**src/rtl/dswdt_pkg.sv**
```systemverilog
package dswdt_pkg;

    typedef enum logic {
        SRC_CRYSTAL = 1'b0,
        SRC_RCOSC   = 1'b1
    } dswdt_src_e;

    function automatic int unsigned term_exp(input int unsigned code,
                                             input int unsigned min_exp,
                                             input int unsigned step);
        return min_exp + code * step;
    endfunction

endpackage

```
**src/rtl/dswdt_src_mux.sv**
```systemverilog
module dswdt_src_mux
    import dswdt_pkg::*;
(
    input  logic sel,
    input  logic a_en,
    input  logic a_tick,
    input  logic b_en,
    input  logic b_tick,
    output logic sel_en,
    output logic sel_tick
);
    always_comb begin
        if (dswdt_src_e'(sel) == SRC_RCOSC) begin
            sel_en   = b_en;
            sel_tick = b_tick;
        end else begin
            sel_en   = a_en;
            sel_tick = a_tick;
        end
    end
endmodule

```
**src/rtl/dswdt_limit.sv**
```systemverilog
module dswdt_limit
    import dswdt_pkg::*;
#(
    parameter int unsigned CODE_W   = 4,
    parameter int unsigned MIN_EXP  = 6,
    parameter int unsigned EXP_STEP = 2,
    parameter int unsigned CNT_W    = MIN_EXP + ((1 << CODE_W) - 1) * EXP_STEP + 1
) (
    input  logic [CODE_W-1:0] code,
    output logic [CNT_W-1:0]  limit
);
    localparam int unsigned NCODES = 1 << CODE_W;

    logic [CNT_W-1:0] table_w [NCODES];

    for (genvar g = 0; g < NCODES; g++) begin : g_lim
        localparam int unsigned EXPV = term_exp(g, MIN_EXP, EXP_STEP);
        assign table_w[g] = {{(CNT_W-1){1'b0}}, 1'b1} << EXPV;
    end

    assign limit = table_w[code];
endmodule

```
**src/rtl/dswdt_ctr.sv**
```systemverilog
module dswdt_ctr #(
    parameter int unsigned CNT_W = 37
) (
    input  logic             clk,
    input  logic             rst_n,
    input  logic             clr,
    input  logic             cnt_en,
    input  logic [CNT_W-1:0] limit,
    output logic             fire
);
    typedef struct packed {
        logic [CNT_W-1:0] cnt;
        logic             done;
        logic             fire;
    } ctr_st_t;

    ctr_st_t st_d, st_q;
    logic [CNT_W-1:0] nxt_cnt;

    always_comb begin
        st_d      = st_q;
        st_d.fire = 1'b0;
        nxt_cnt   = st_q.cnt + 1'b1;
        if (clr) begin
            st_d.cnt  = '0;
            st_d.done = 1'b0;
        end else if (cnt_en && !st_q.done) begin
            st_d.cnt = nxt_cnt;
            if (nxt_cnt >= limit) begin
                st_d.done = 1'b1;
                st_d.fire = 1'b1;
            end
        end
    end

    always_ff @(posedge clk or negedge rst_n) begin
        if (!rst_n) st_q <= '0;
        else        st_q <= st_d;
    end

    assign fire = st_q.fire;
endmodule

```
**src/rtl/dswdt_req.sv**
```systemverilog
module dswdt_req (
    input  logic clk,
    input  logic rst_n,
    input  logic ds_active,
    input  logic cfg_en,
    input  logic sel_en,
    output logic osc_req
);
    typedef struct packed {
        logic req;
    } req_st_t;

    req_st_t st_d, st_q;

    always_comb begin
        st_d.req = ds_active && cfg_en && (st_q.req || !sel_en);
    end

    always_ff @(posedge clk or negedge rst_n) begin
        if (!rst_n) st_q <= '0;
        else        st_q <= st_d;
    end

    assign osc_req = st_q.req;
endmodule

```
**src/rtl/dswdt_top.sv**
```systemverilog
module dswdt_top #(
    parameter int unsigned CODE_W   = 4,
    parameter int unsigned MIN_EXP  = 6,
    parameter int unsigned EXP_STEP = 2
) (
    input  logic              clk,
    input  logic              rst_n,
    input  logic              cfg_en,
    input  logic              cfg_src_sel,
    input  logic [CODE_W-1:0] cfg_ps,
    input  logic              a_en,
    input  logic              a_tick,
    input  logic              b_en,
    input  logic              b_tick,
    input  logic              ds_active,
    input  logic              ds_enter,
    output logic              timeout,
    output logic              osc_req
);
    localparam int unsigned CNT_W = MIN_EXP + ((1 << CODE_W) - 1) * EXP_STEP + 1;

    logic             sel_en;
    logic             sel_tick;
    logic [CNT_W-1:0] limit;
    logic             cnt_en;

    dswdt_src_mux u_mux (
        .sel      (cfg_src_sel),
        .a_en     (a_en),
        .a_tick   (a_tick),
        .b_en     (b_en),
        .b_tick   (b_tick),
        .sel_en   (sel_en),
        .sel_tick (sel_tick)
    );

    dswdt_limit #(
        .CODE_W   (CODE_W),
        .MIN_EXP  (MIN_EXP),
        .EXP_STEP (EXP_STEP),
        .CNT_W    (CNT_W)
    ) u_lim (
        .code  (cfg_ps),
        .limit (limit)
    );

    assign cnt_en = ds_active && cfg_en && sel_en && sel_tick;

    dswdt_ctr #(
        .CNT_W (CNT_W)
    ) u_ctr (
        .clk    (clk),
        .rst_n  (rst_n),
        .clr    (ds_enter),
        .cnt_en (cnt_en),
        .limit  (limit),
        .fire   (timeout)
    );

    dswdt_req u_req (
        .clk       (clk),
        .rst_n     (rst_n),
        .ds_active (ds_active),
        .cfg_en    (cfg_en),
        .sel_en    (sel_en),
        .osc_req   (osc_req)
    );
endmodule

```
**config.mk**
```make
export PLATFORM = sky130hd
export DESIGN_NAME = dswdt_top
export DESIGN_NICKNAME = d
export VERILOG_FILES = /design/src/rtl/dswdt_pkg.sv /design/src/rtl/dswdt_src_mux.sv /design/src/rtl/dswdt_limit.sv /design/src/rtl/dswdt_ctr.sv /design/src/rtl/dswdt_req.sv /design/src/rtl/dswdt_top.sv
export SDC_FILE = /design/constraint.sdc
export NUM_CORES = 1
export LEC_CHECK = 0
export BUFFER_PORTS_ARGS = -buffer_cell sky130_fd_sc_hd__buf_2
export CAP_MARGIN = 20
export CELL_PAD_IN_SITES_DETAIL_PLACEMENT = 1
export CELL_PAD_IN_SITES_GLOBAL_PLACEMENT = 1
export CORE_MARGIN = 2
export CORE_UTILIZATION = 47
export CTS_BUF_LIST = sky130_fd_sc_hd__clkbuf_16
export DETAILED_ROUTE_END_ITERATION = 16
export PLACE_DENSITY = 0.8
export REMOVE_ABC_BUFFERS = 1
export SLEW_MARGIN = 5
export SYNTH_ARGS = -nofsm -noshare
export SYNTH_HDL_FRONTEND = slang
export SYNTH_SLANG_ARGS = --single-unit
```
**constraint.sdc**
```tcl
create_clock -name clk -period 5 [get_ports clk]
set_input_delay 0.25 -clock clk [delete_from_list [all_inputs] [get_ports clk]]
set_output_delay 0.25 -clock clk [all_outputs]
set_load 0.05 [all_outputs]
```
==> metrics.md, run 1 <==
| Metric | Value |
|---|---|
| Clk network pwr share | `44.7%` |
| Hold WC Path Type | `primary input to asynchronous set/reset pin` |
| CTS Hold Buffers Added | `0` |
| Internal | `0.518 mW` |
| CP max stage cell | `nor4_1` |
| Synth Flop Type | `dfrtp_1` |
| CTS tree | `built` |
| RSZ-0062 raised after global routing | `no` |
| Post-Syn Area | `~3300 um^2` |
| Post-route DRC | `0` |
| PortBufs | `15` |
| Synth async-reset ratio | `100%` |
| Critical path class | `flip-flop to flip-flop` |
| Final net count | `439` |
| First-pass GRT wire length | `between 10000 and 15000 um` |
| FF+latch count, synth | `40` |
| Placed cell areas | `3420 um^2` |
| Flop pwr share | `about half` |
| Crit path required time | `5.13 ns` |
| Crit path max-delay family | `simple AND/OR/NAND/NOR gates` |
| Synth Area per Inst | `8.06 um^2` |
| Starting DRC count in detailed routing | `153` |
| Post-Route WL | `8550 um` |
| Psw | `about 0.16 mW` |
| Initial core utilization | `roughly half` |
| Static Leak | `1.55 nW` |
| Maximum VDD drop | `~0.14 mV` |
| # setup viols final | `0` |
| Final period util | `77.6%` |
| Post_cts resized | `0` |
| Most frequent cells in the layout | `nand2_1, nor2_1, dfrtp_1` |
| CP Capture Type | `flip-flop` |
| Die W | `just under 90 um` |
| Total GRT Usage | `23.7%` |
| Sw Ratio | `approximately a quarter` |
| Slew HR | `37.5%` |
| Status | `completed` |
| Final Hold Slack | `0.117 ns` |
| Post-DP HPWL | `between 6000 and 7000 um` |
| Clock root cell | `clkbuf_16` |
| Power Density | `~190 nW/um^2` |
| Crit path max fanout | `7` |
| CP cell instances | `ha_1 -> nand2_1 -> nor3_4 -> nand4_2 -> nor4_1 -> nand3_1 -> nor2_1 -> xor2_1 -> ha_1 -> maj3_1 -> o211ai_1 -> nand2_1 -> nor3_2 -> o31ai_1` |
| Most common cell after layout, fill and taps aside | `nand2_1` |
| Rows | `30` |
| EDFF count, synth | `0` |
| Largest net degree at the start of global routing | `between 40 and 50` |
| Initial antenna violation count | `0` |
| CP Buf/Inv Count | `0` |
| Post-Syn Instances | `between 400 and 500` |
| Gpl congestion | `roughly 0.84` |
| Final Cell Area | `3550 um^2` |
| Layout fillers | `just under 900` |
| Warnings from Yosys | `0` |
| Maximum root-to-sink buffer count | `2` |
| Clk_skew | `between 0.007 and 0.008 ns` |
| Via count | `approximately 2900` |
| Worst-margin pin slew | `roughly 0.94 ns` |
| Worst-skew pair later-pin latency | `around 0.28 ns` |
| Vias/cell | `5.81` |
| Final worst path period need | `roughly 3.9 ns` |
| Hold Fails Final Rpt | `0` |
| Yosys cell types | `55` |
| Gate power share | `7.1%` |
| Drt first pass iters | `4` |
| Routed WL per cell | `roughly 17 um` |
| CTS buffer count | `5` |
| Fmax | `258 MHz` |
| Final Max Slew Viols | `0` |
| Detail Route Antenna Nets | `0` |
| Slowest stage delay, CP | `between 0.6 and 0.7 ns` |
| I/O pins | `16` |
| Vias in the first global route | `around 3000` |
| Clk slew on worst S/H paths | `approximately 0.06 ns` |
| CTS H-tree depth | `2` |
| Core area | `~6800 um^2` |
| Share of layout cells above drive strength 1 | `under 10%` |
| Die height | `88.4 um` |
| Layout area overhead | `6.13%` |
| CP Launch Type | `flip-flop` |
| Die area | `~7800 um^2` |
| Diodes inserted | `0` |
| Setup TNS | `0 ns` |
| Grt ovf | `0` |
| Final Total Pwr | `0.676 mW` |
| Sequential element share of the synthesized area | `around 30%` |
| Clk sink count | `40` |
| Arrival time at the worst endpoint | `4.01 ns` |
| Maxcap violations | `0` |
| # Post-CTS Setup Buffers | `0` |
[metal layers]
metal	share of wire, %	GRT usage [%]	vias to the layer above
met4	0.91	3.99	0
met2	48	40.1	37
met1	48	33.0	1447
met5	0	0	-
li1	-	-	1439
met3	3.0	3.08	7
[per-stage QoR]
step / util, % / cells / setup slack, ns
floorplan: - / 384 / 1.66
global route: 52.0 / 504 / 0.705
CTS: 52.0 / 504 / 1.09
global placement: 50.0 / 496 / 1.34
detailed placement: 50.0 / 496 / 1.09
finish: 52.0 / 504 / 1.12
[cell type report]
class,instances,area (um^2),share of cell area (%)
multi-input combinational,341,2200,62.0
sequential,40,1000,28.2
clock buffer,5,125,3.52
tap,96,120,3.38
timing repair buffer,16,82.6,2.32
clock inverter,3,11.3,0.317
inverter,3,11.3,0.317
[path summary, 6_finish.rpt]
check	endpoint	cells past startpoint	from	slack, ns
worst max register to register	u_ctr.st_q[1]$_DFFE_PN0P_	14	u_ctr.st_q[2]$_DFFE_PN0P_	1.12
worst min-delay path	u_ctr.st_q[17]$_DFFE_PN0P_	1	rst_n	0.12
worst max-delay path	u_ctr.st_q[1]$_DFFE_PN0P_	14	u_ctr.st_q[2]$_DFFE_PN0P_	1.12
min in group clk	u_req.osc_req$_DFF_PN0_	3	cfg_en	0.29
worst min register to register	u_req.osc_req$_DFF_PN0_	2	u_req.osc_req$_DFF_PN0_	0.52
max in group asynchronous	u_ctr.st_q[32]$_DFFE_PN0P_	1	rst_n	4.30
[state kept, by name (all words and copies together) (netlist names)]
signal	count
u_ctr.st_q	38
u_ctr.fire	1
u_req.osc_req	1
[synth_stat cells, types with 2 or more instances]
library cell / n / area [um^2]
a211o_1: 5 / 43.8
a211oi_1: 3 / 22.5
a21o_1: 3 / 22.5
a21oi_1: 18 / 90.1
and2_1: 3 / 18.8
and3_1: 7 / 43.8
buf_2: 14 / 70.1
clkbuf_1: 15 / 56.3
dfrtp_1: 40 / 1000
ha_1: 18 / 225
inv_1: 3 / 11.3
mux2i_1: 2 / 20.0
nand2_1: 53 / 199
nand2b_1: 3 / 18.8
nand3_1: 26 / 130
nand4_1: 17 / 106
nor2_1: 51 / 191
nor2b_1: 4 / 25.0
nor3_1: 13 / 65.1
nor4_1: 4 / 25.0
nor4_4: 2 / 42.5
o211ai_1: 2 / 15.0
o21ai_0: 9 / 45.0
o31ai_1: 3 / 22.5
or3_1: 12 / 75.1
or4_1: 3 / 22.5
xnor2_1: 19 / 166
xor2_1: 36 / 315
[power groups by stage]
stage	Sequential [mW]	Clock (mW)	Combinational (mW)
after floorplan	0.333	0	0.0184
after global placement	0.332	0	0.0470
after detailed placement	0.332	0	0.0486
after CTS	0.326	0.310	0.0491
after global routing	0.326	0.320	0.0541
final	0.326	0.302	0.0479
[kinds of logic after synthesis]
| kind of cell | count (synthesis) | share of synthesized area (%) |
|---|---|---|
| flip-flops | 40 | 29.9 |
| AO/OA/AOI/OAI | 57 | 11.5 |
| AND/OR/NAND/NOR | 207 | 31.7 |
| buffers and inverters | 34 | 4.49 |
| multiplexers | 3 | 0.935 |
| adder cells (fa/ha/maj) | 19 | 7.03 |
| XOR/XNOR | 55 | 14.4 |
Power figures use the tool's default switching activity.
==> inputs of run 2 (changes only) <==
==> constraint.sdc (replaced) <==
create_clock -name clk -period 3.9 [get_ports clk]
set_input_delay 0.195 -clock clk [delete_from_list [all_inputs] [get_ports clk]]
set_output_delay 0.195 -clock clk [all_outputs]
set_load 0.05 [all_outputs]
==> metrics.md, run 2 (synthesis gave the netlist of run 1 again) <==
| Metric | Value |
|---|---|
| Post-Layout Cell Count | `about 510` |
| Worst-margin pin slew | `roughly 0.92 ns` |
| Psw | `approximately 0.21 mW` |
| Power Density | `around 240 nW/um^2` |
| Final Total Pwr | `0.875 mW` |
| Met3 Track Usage GR | `under 10%` |
| Largest net degree at the start of global routing | `41` |
| Gpl congestion | `0.826` |
| Post-DP HPWL | `6410 um` |
| CTS tree | `built` |
| Most common cell after layout, fill and taps aside | `nand2_1` |
| Critical path class | `flip-flop to flip-flop` |
| Clk network pwr share | `a little under half` |
| CTS H-tree depth | `2` |
| Crit path max-delay family | `compound AO/OA/AOI/OAI gates` |
| Post-route DRC | `0` |
| Crit path max fanout | `7` |
| Max reg flops | `38` |
| M1 GR Usage | `33.6%` |
| Clock root cell | `clkbuf_16` |
| I/O pins | `16` |
| Fmax | `281 MHz` |
| Clk sink count | `40` |
| Met2 usage | `41.0%` |
| Final Hold Slack | `approximately 0.058 ns` |
| First-pass GRT wire length | `15000 um` |
| Die W | `88.4 um` |
| Hold WC Path Type | `primary input to asynchronous set/reset pin` |
| Sw Ratio | `about a quarter` |
| Vias in the first global route | `3032` |
| Core area | `approximately 6800 um^2` |
| CP Launch Type | `flip-flop` |
| Largest Register | `u_ctr.st_q` |
| Clk slew on worst S/H paths | `roughly 0.060 ns` |
| CP Buf/Inv Count | `0` |
| Register Area | `approximately 1000 um^2` |
| Share of layout cells above drive strength 1 | `10.2%` |
| CP cell instances | `ha_2 -> nand2_1 -> nor3_4 -> nand2_1 -> nor2_1 -> xor2_1 -> ha_1 -> a211oi_1 -> nand3_1 -> a2bb2oi_1 -> o311ai_1 -> a31oi_1 -> o221ai_1 -> a21o_1 -> o31ai_1` |
| Die height | `88.4 um` |
| Rows | `30` |
| Clk_skew | `~0.0054 ns` |
| Layout area overhead | `7.85%` |
| Maximum root-to-sink buffer count | `2` |
| Post-layout util | `a little over half` |
| RSZ-0062 raised after global routing | `no` |
| Flop pwr share | `~48%` |
| Hold Fails Final Rpt | `0` |
| Arrival time at the worst endpoint | `between 3 and 4 ns` |
| Placed cells | `between 400 and 500` |
| Multi-input logic area | `~2200 um^2` |
| # setup viols final | `0` |
| Diodes inserted | `0` |
| Drt first pass iters | `4` |
| Internal | `approximately 0.67 mW` |
| Grt ovf | `0` |
| Final net count | `between 400 and 500` |
| Die area | `~7800 um^2` |
| Starting DRC count in detailed routing | `between 100 and 150` |
| Slew HR | `38.9%` |
| Most frequent cells in the layout | `nand2_1, nor2_1, dfrtp_1` |
| PortBufs | `15` |
| Gr busiest metal | `met2` |
| Setup TNS | `0 ns` |
| Most common cell on crit path | `nand2_1` |
| Vias/cell | `about 5.7` |
| Routed WL per cell | `17.5 um` |
| Worst-skew pair later-pin latency | `approximately 0.28 ns` |
| Post-Route WL | `about 8900 um` |
| Status | `completed` |
| Via count | `slightly below 3000` |
| CTS buffer count | `5` |
| Gate power share | `about 7.0%` |
| Placed cell areas | `3440 um^2` |
| Initial antenna violation count | `0` |
| Slowest stage delay, CP | `between 0.4 and 0.5 ns` |
| Setup WS post-layout | `about 0.34 ns` |
| Maximum VDD drop | `roughly 0.16 mV` |
| Detail Route Antenna Nets | `0` |
| Final worst path period need | `about 3.6 ns` |
| Maxcap violations | `0` |
| Static Leak | `1.57 nW` |
| CP max stage cell | `dfrtp_2` |
| Worst slack at placement | `0.196 ns` |
| Crit path required time | `between 4 and 5 ns` |
| Initial core utilization | `49.0%` |
| Final period util | `slightly above 90%` |
| CP Capture Type | `flip-flop` |
| Layout fillers | `about 850` |
| Final Cell Area | `between 3000 and 4000 um^2` |
| Total GRT Usage | `between 20% and 30%` |
| Final Max Slew Viols | `0` |
-- run 2: per-layer routing --
layer | part of all wire (%) | vias up
met4 | 0.87 | 0
li1 | - | 1447
met5 | 0 | -
met3 | 2.2 | 6
met2 | 48 | 30
met1 | 49 | 1435
-- run 2: final timing paths --
| check | slack, ns | cells after the start | from | to |
|---|---|---|---|---|
| worst max-delay path | 0.34 | 15 | u_ctr.st_q[2]$_DFFE_PN0P_ | u_ctr.fire$_DFF_PN0_ |
| worst min-delay path | 0.06 | 1 | rst_n | u_ctr.st_q[18]$_DFFE_PN0P_ |
| worst max register to register | 0.34 | 15 | u_ctr.st_q[2]$_DFFE_PN0P_ | u_ctr.fire$_DFF_PN0_ |
| worst min register to register | 0.51 | 2 | u_req.osc_req$_DFF_PN0_ | u_req.osc_req$_DFF_PN0_ |
| max in group asynchronous | 3.22 | 1 | rst_n | u_ctr.st_q[3]$_DFFE_PN0P_ |
| min in group clk | 0.23 | 3 | cfg_en | u_req.osc_req$_DFF_PN0_ |
-- run 2: power groups by stage --
stage | registers (mW) | clock network, mW | logic, mW
2_1_floorplan | 0.427 | 0 | 0.0236
5_1_grt | 0.418 | 0.429 | 0.0690
6_report | 0.418 | 0.396 | 0.0616
3_3_place_gp | 0.425 | 0 | 0.0601
4_1_cts | 0.418 | 0.407 | 0.0622
3_5_place_dp | 0.425 | 0 | 0.0620
-- run 2: final cells by class --
class	instances	share of cell area (%)
inverter	3	0.312
tap	96	3.33
timing repair buffer	20	3.12
clock inverter	3	0.381
multi-input combinational	341	61.6
clock buffer	5	3.47
sequential	40	27.8
-- run 2: timing repair --
item                                    in CTS  in global routing
buffers inserted                             0                  1
endpoints found under the hold margin        0                  0
gates resized for setup                      0                  7
endpoints found under the setup margin       0                  2
hold buffers                                 0                  0
==> inputs of run 3 (changes only) <==
--- a/config.mk
+++ b/config.mk
@@ -13,8 +13,7 @@
 export CORE_UTILIZATION = 47
 export CTS_BUF_LIST = sky130_fd_sc_hd__clkbuf_16
 export DETAILED_ROUTE_END_ITERATION = 16
-export PLACE_DENSITY = 0.8
-export REMOVE_ABC_BUFFERS = 1
+export PLACE_DENSITY = 0.78
 export SLEW_MARGIN = 5
 export SYNTH_ARGS = -nofsm -noshare
 export SYNTH_HDL_FRONTEND = slang
==> metrics.md, run 3 (synthesis gave the netlist of run 1 again) <==
| Metric | Value |
|---|---|
| Hold WC Path Type | `primary input to asynchronous set/reset pin` |
| Fmax | `between 200 and 300 MHz` |
| Mapped Nets | `447` |
| CTS H-tree depth | `2` |
| Final net count | `446` |
| Crit path max fanout | `7` |
| CP Capture Type | `flip-flop` |
| Maximum root-to-sink buffer count | `2` |
| R2r setup slk | `0.32 ns` |
| CTS tree | `built` |
| Via count | `2959` |
| Post-route DRC | `0` |
| Vias in the first global route | `around 3100` |
| Most frequent cells in the layout | `nand2_1, nor2_1, dfrtp_1` |
| Share of layout cells above drive strength 1 | `9.40%` |
| Hold Fails Final Rpt | `0` |
| Clk slew on worst S/H paths | `0.06 ns` |
| I/O pins | `16` |
| Final Max Slew Viols | `0` |
| Placed cell areas | `~3500 um^2` |
| Initial antenna violation count | `0` |
| Clk sink count | `40` |
| Detail Route Antenna Nets | `0` |
| Worst-margin pin slew | `0.928 ns` |
| Grt ovf | `0` |
| Register Area | `between 1000 and 1500 um^2` |
| Die W | `88.4 um` |
| Core area | `between 6000 and 7000 um^2` |
| Post-DP HPWL | `6270 um` |
| Routed WL per cell | `16.8 um` |
| Largest Register | `u_ctr.st_q` |
| Maximum VDD drop | `~0.14 mV` |
| Total GRT Usage | `between 20% and 30%` |
| Crit path max-delay family | `compound AO/OA/AOI/OAI gates` |
| Final Cell Area | `around 3600 um^2` |
| Die area | `roughly 8000 um^2` |
| Final worst path period need | `about 3.6 ns` |
| RSZ-0062 raised after global routing | `no` |
| CP cell instances | `ha_1 -> nand2_1 -> nor3_4 -> nand2_1 -> nor2_1 -> xor2_1 -> ha_1 -> a211oi_1 -> nand3_1 -> a2bb2oi_1 -> o311ai_0 -> a31oi_1 -> o221ai_1 -> a21o_1 -> o31ai_1` |
| CTS Hold Buffers Added | `0` |
| Slew HR | `between 30% and 40%` |
| Max reg flops | `38` |
| Layout fillers | `approximately 840` |
| Worst-skew pair later-pin latency | `approximately 0.28 ns` |
| Vias/cell | `between 5 and 6` |
| CTS buffer count | `5` |
| Status | `completed` |
| Critical path class | `flip-flop to flip-flop` |
| Die height | `88.4 um` |
| # setup viols final | `0` |
| Diodes inserted | `0` |
| Rows | `30` |
| Initial core utilization | `49.0%` |
| Final period util | `91.9%` |
| Setup WS post-layout | `around 0.32 ns` |
| Drt first pass iters | `4` |
| CP Buf/Inv Count | `0` |
| Multi-input logic area | `2220 um^2` |
| PortBufs | `15` |
| Most common cell after layout, fill and taps aside | `nand2_1` |
| CP max stage cell | `dfrtp_1` |
| Crit path required time | `4.04 ns` |
| Arrival time at the worst endpoint | `around 3.7 ns` |
| Starting DRC count in detailed routing | `141` |
| CP Launch Type | `flip-flop` |
| Clock root cell | `clkbuf_16` |
| Static Leak | `1.60 nW` |
| Setup TNS | `0 ns` |
| Maxcap violations | `0` |
| Clk_skew | `between 0.002 and 0.0025 ns` |
| Layout area overhead | `8.15%` |
| Slowest stage delay, CP | `0.46 ns` |
| Gpl congestion | `0.810` |
| First-pass GRT wire length | `around 15000 um` |
| Largest net degree at the start of global routing | `41` |
| Worst slack at placement | `about 0.046 ns` |
| Final Hold Slack | `about 0.053 ns` |
| Post-Route WL | `approximately 8600 um` |
| Power Density | `around 240 nW/um^2` |
==> run 3: cell types whose count changed in the layout (fill, tap and decap cells not counted), sizes merged <==
cell | previous run | this run
buf | 20 | 23
clkinv | 3 | 1
inv | 3 | 5
==> run 3: area by class of cell <==
| class | instances | share of cell area, % |
|---|---|---|
| multi-input combinational | 341 | 61.2 |
| sequential | 40 | 27.7 |
| timing repair buffer | 23 | 3.73 |
| clock buffer | 5 | 3.46 |
| tap | 96 | 3.32 |
| clock inverter | 3 | 0.311 |
| inverter | 3 | 0.311 |
==> run 3: where the power goes <==
part | internal [mW] | leakage [nW] | total, mW | switching, mW
Sequential | 0.416 | 0.558 | 0.418 | 0.00141
Clock | 0.231 | 0.0738 | 0.399 | 0.168
Combinational | 0.0182 | 0.971 | 0.0606 | 0.0425
Total | 0.665 | 1.60 | 0.877 | 0.212
==> run 3: worst paths after layout <==
path | depth (start not counted) | to | start
max in group asynchronous | 1 | u_ctr.st_q[32]$_DFFE_PN0P_ | rst_n
hold reg to reg | 2 | u_req.osc_req$_DFF_PN0_ | u_req.osc_req$_DFF_PN0_
setup / recovery | 15 | u_ctr.fire$_DFF_PN0_ | u_ctr.st_q[2]$_DFFE_PN0P_
setup reg to reg | 15 | u_ctr.fire$_DFF_PN0_ | u_ctr.st_q[2]$_DFFE_PN0P_
hold / removal | 1 | u_ctr.st_q[15]$_DFFE_PN0P_ | rst_n
min in group clk | 3 | u_req.osc_req$_DFF_PN0_ | cfg_en
==> run 3: repair_timing <==
action | 4_1_cts | 5_1_grt
buffers inserted | 0 | 1
gates resized for setup | 0 | 2
setup endpoints to repair | 0 | 2
==> run 3: per-stage QoR <==
stage               instances  utilization (%)  power (mW)
finish                    511             53.0       0.877
global route              511             53.0       0.908
CTS                       510             52.7       0.886
detailed placement        502             50.7       0.487
global placement          502             50.7       0.485
floorplan                 415                -       0.456
==> run 3: routing by layer <==
metal  vias up  part of all wire, %  global-route usage (%)
li1       1452                    -                       -
met5         -                    0                       0
met4         0                  1.1                    6.20
met3         8                  3.2                    4.29
met1      1454                   50                    33.8
met2        45                   46                    39.6
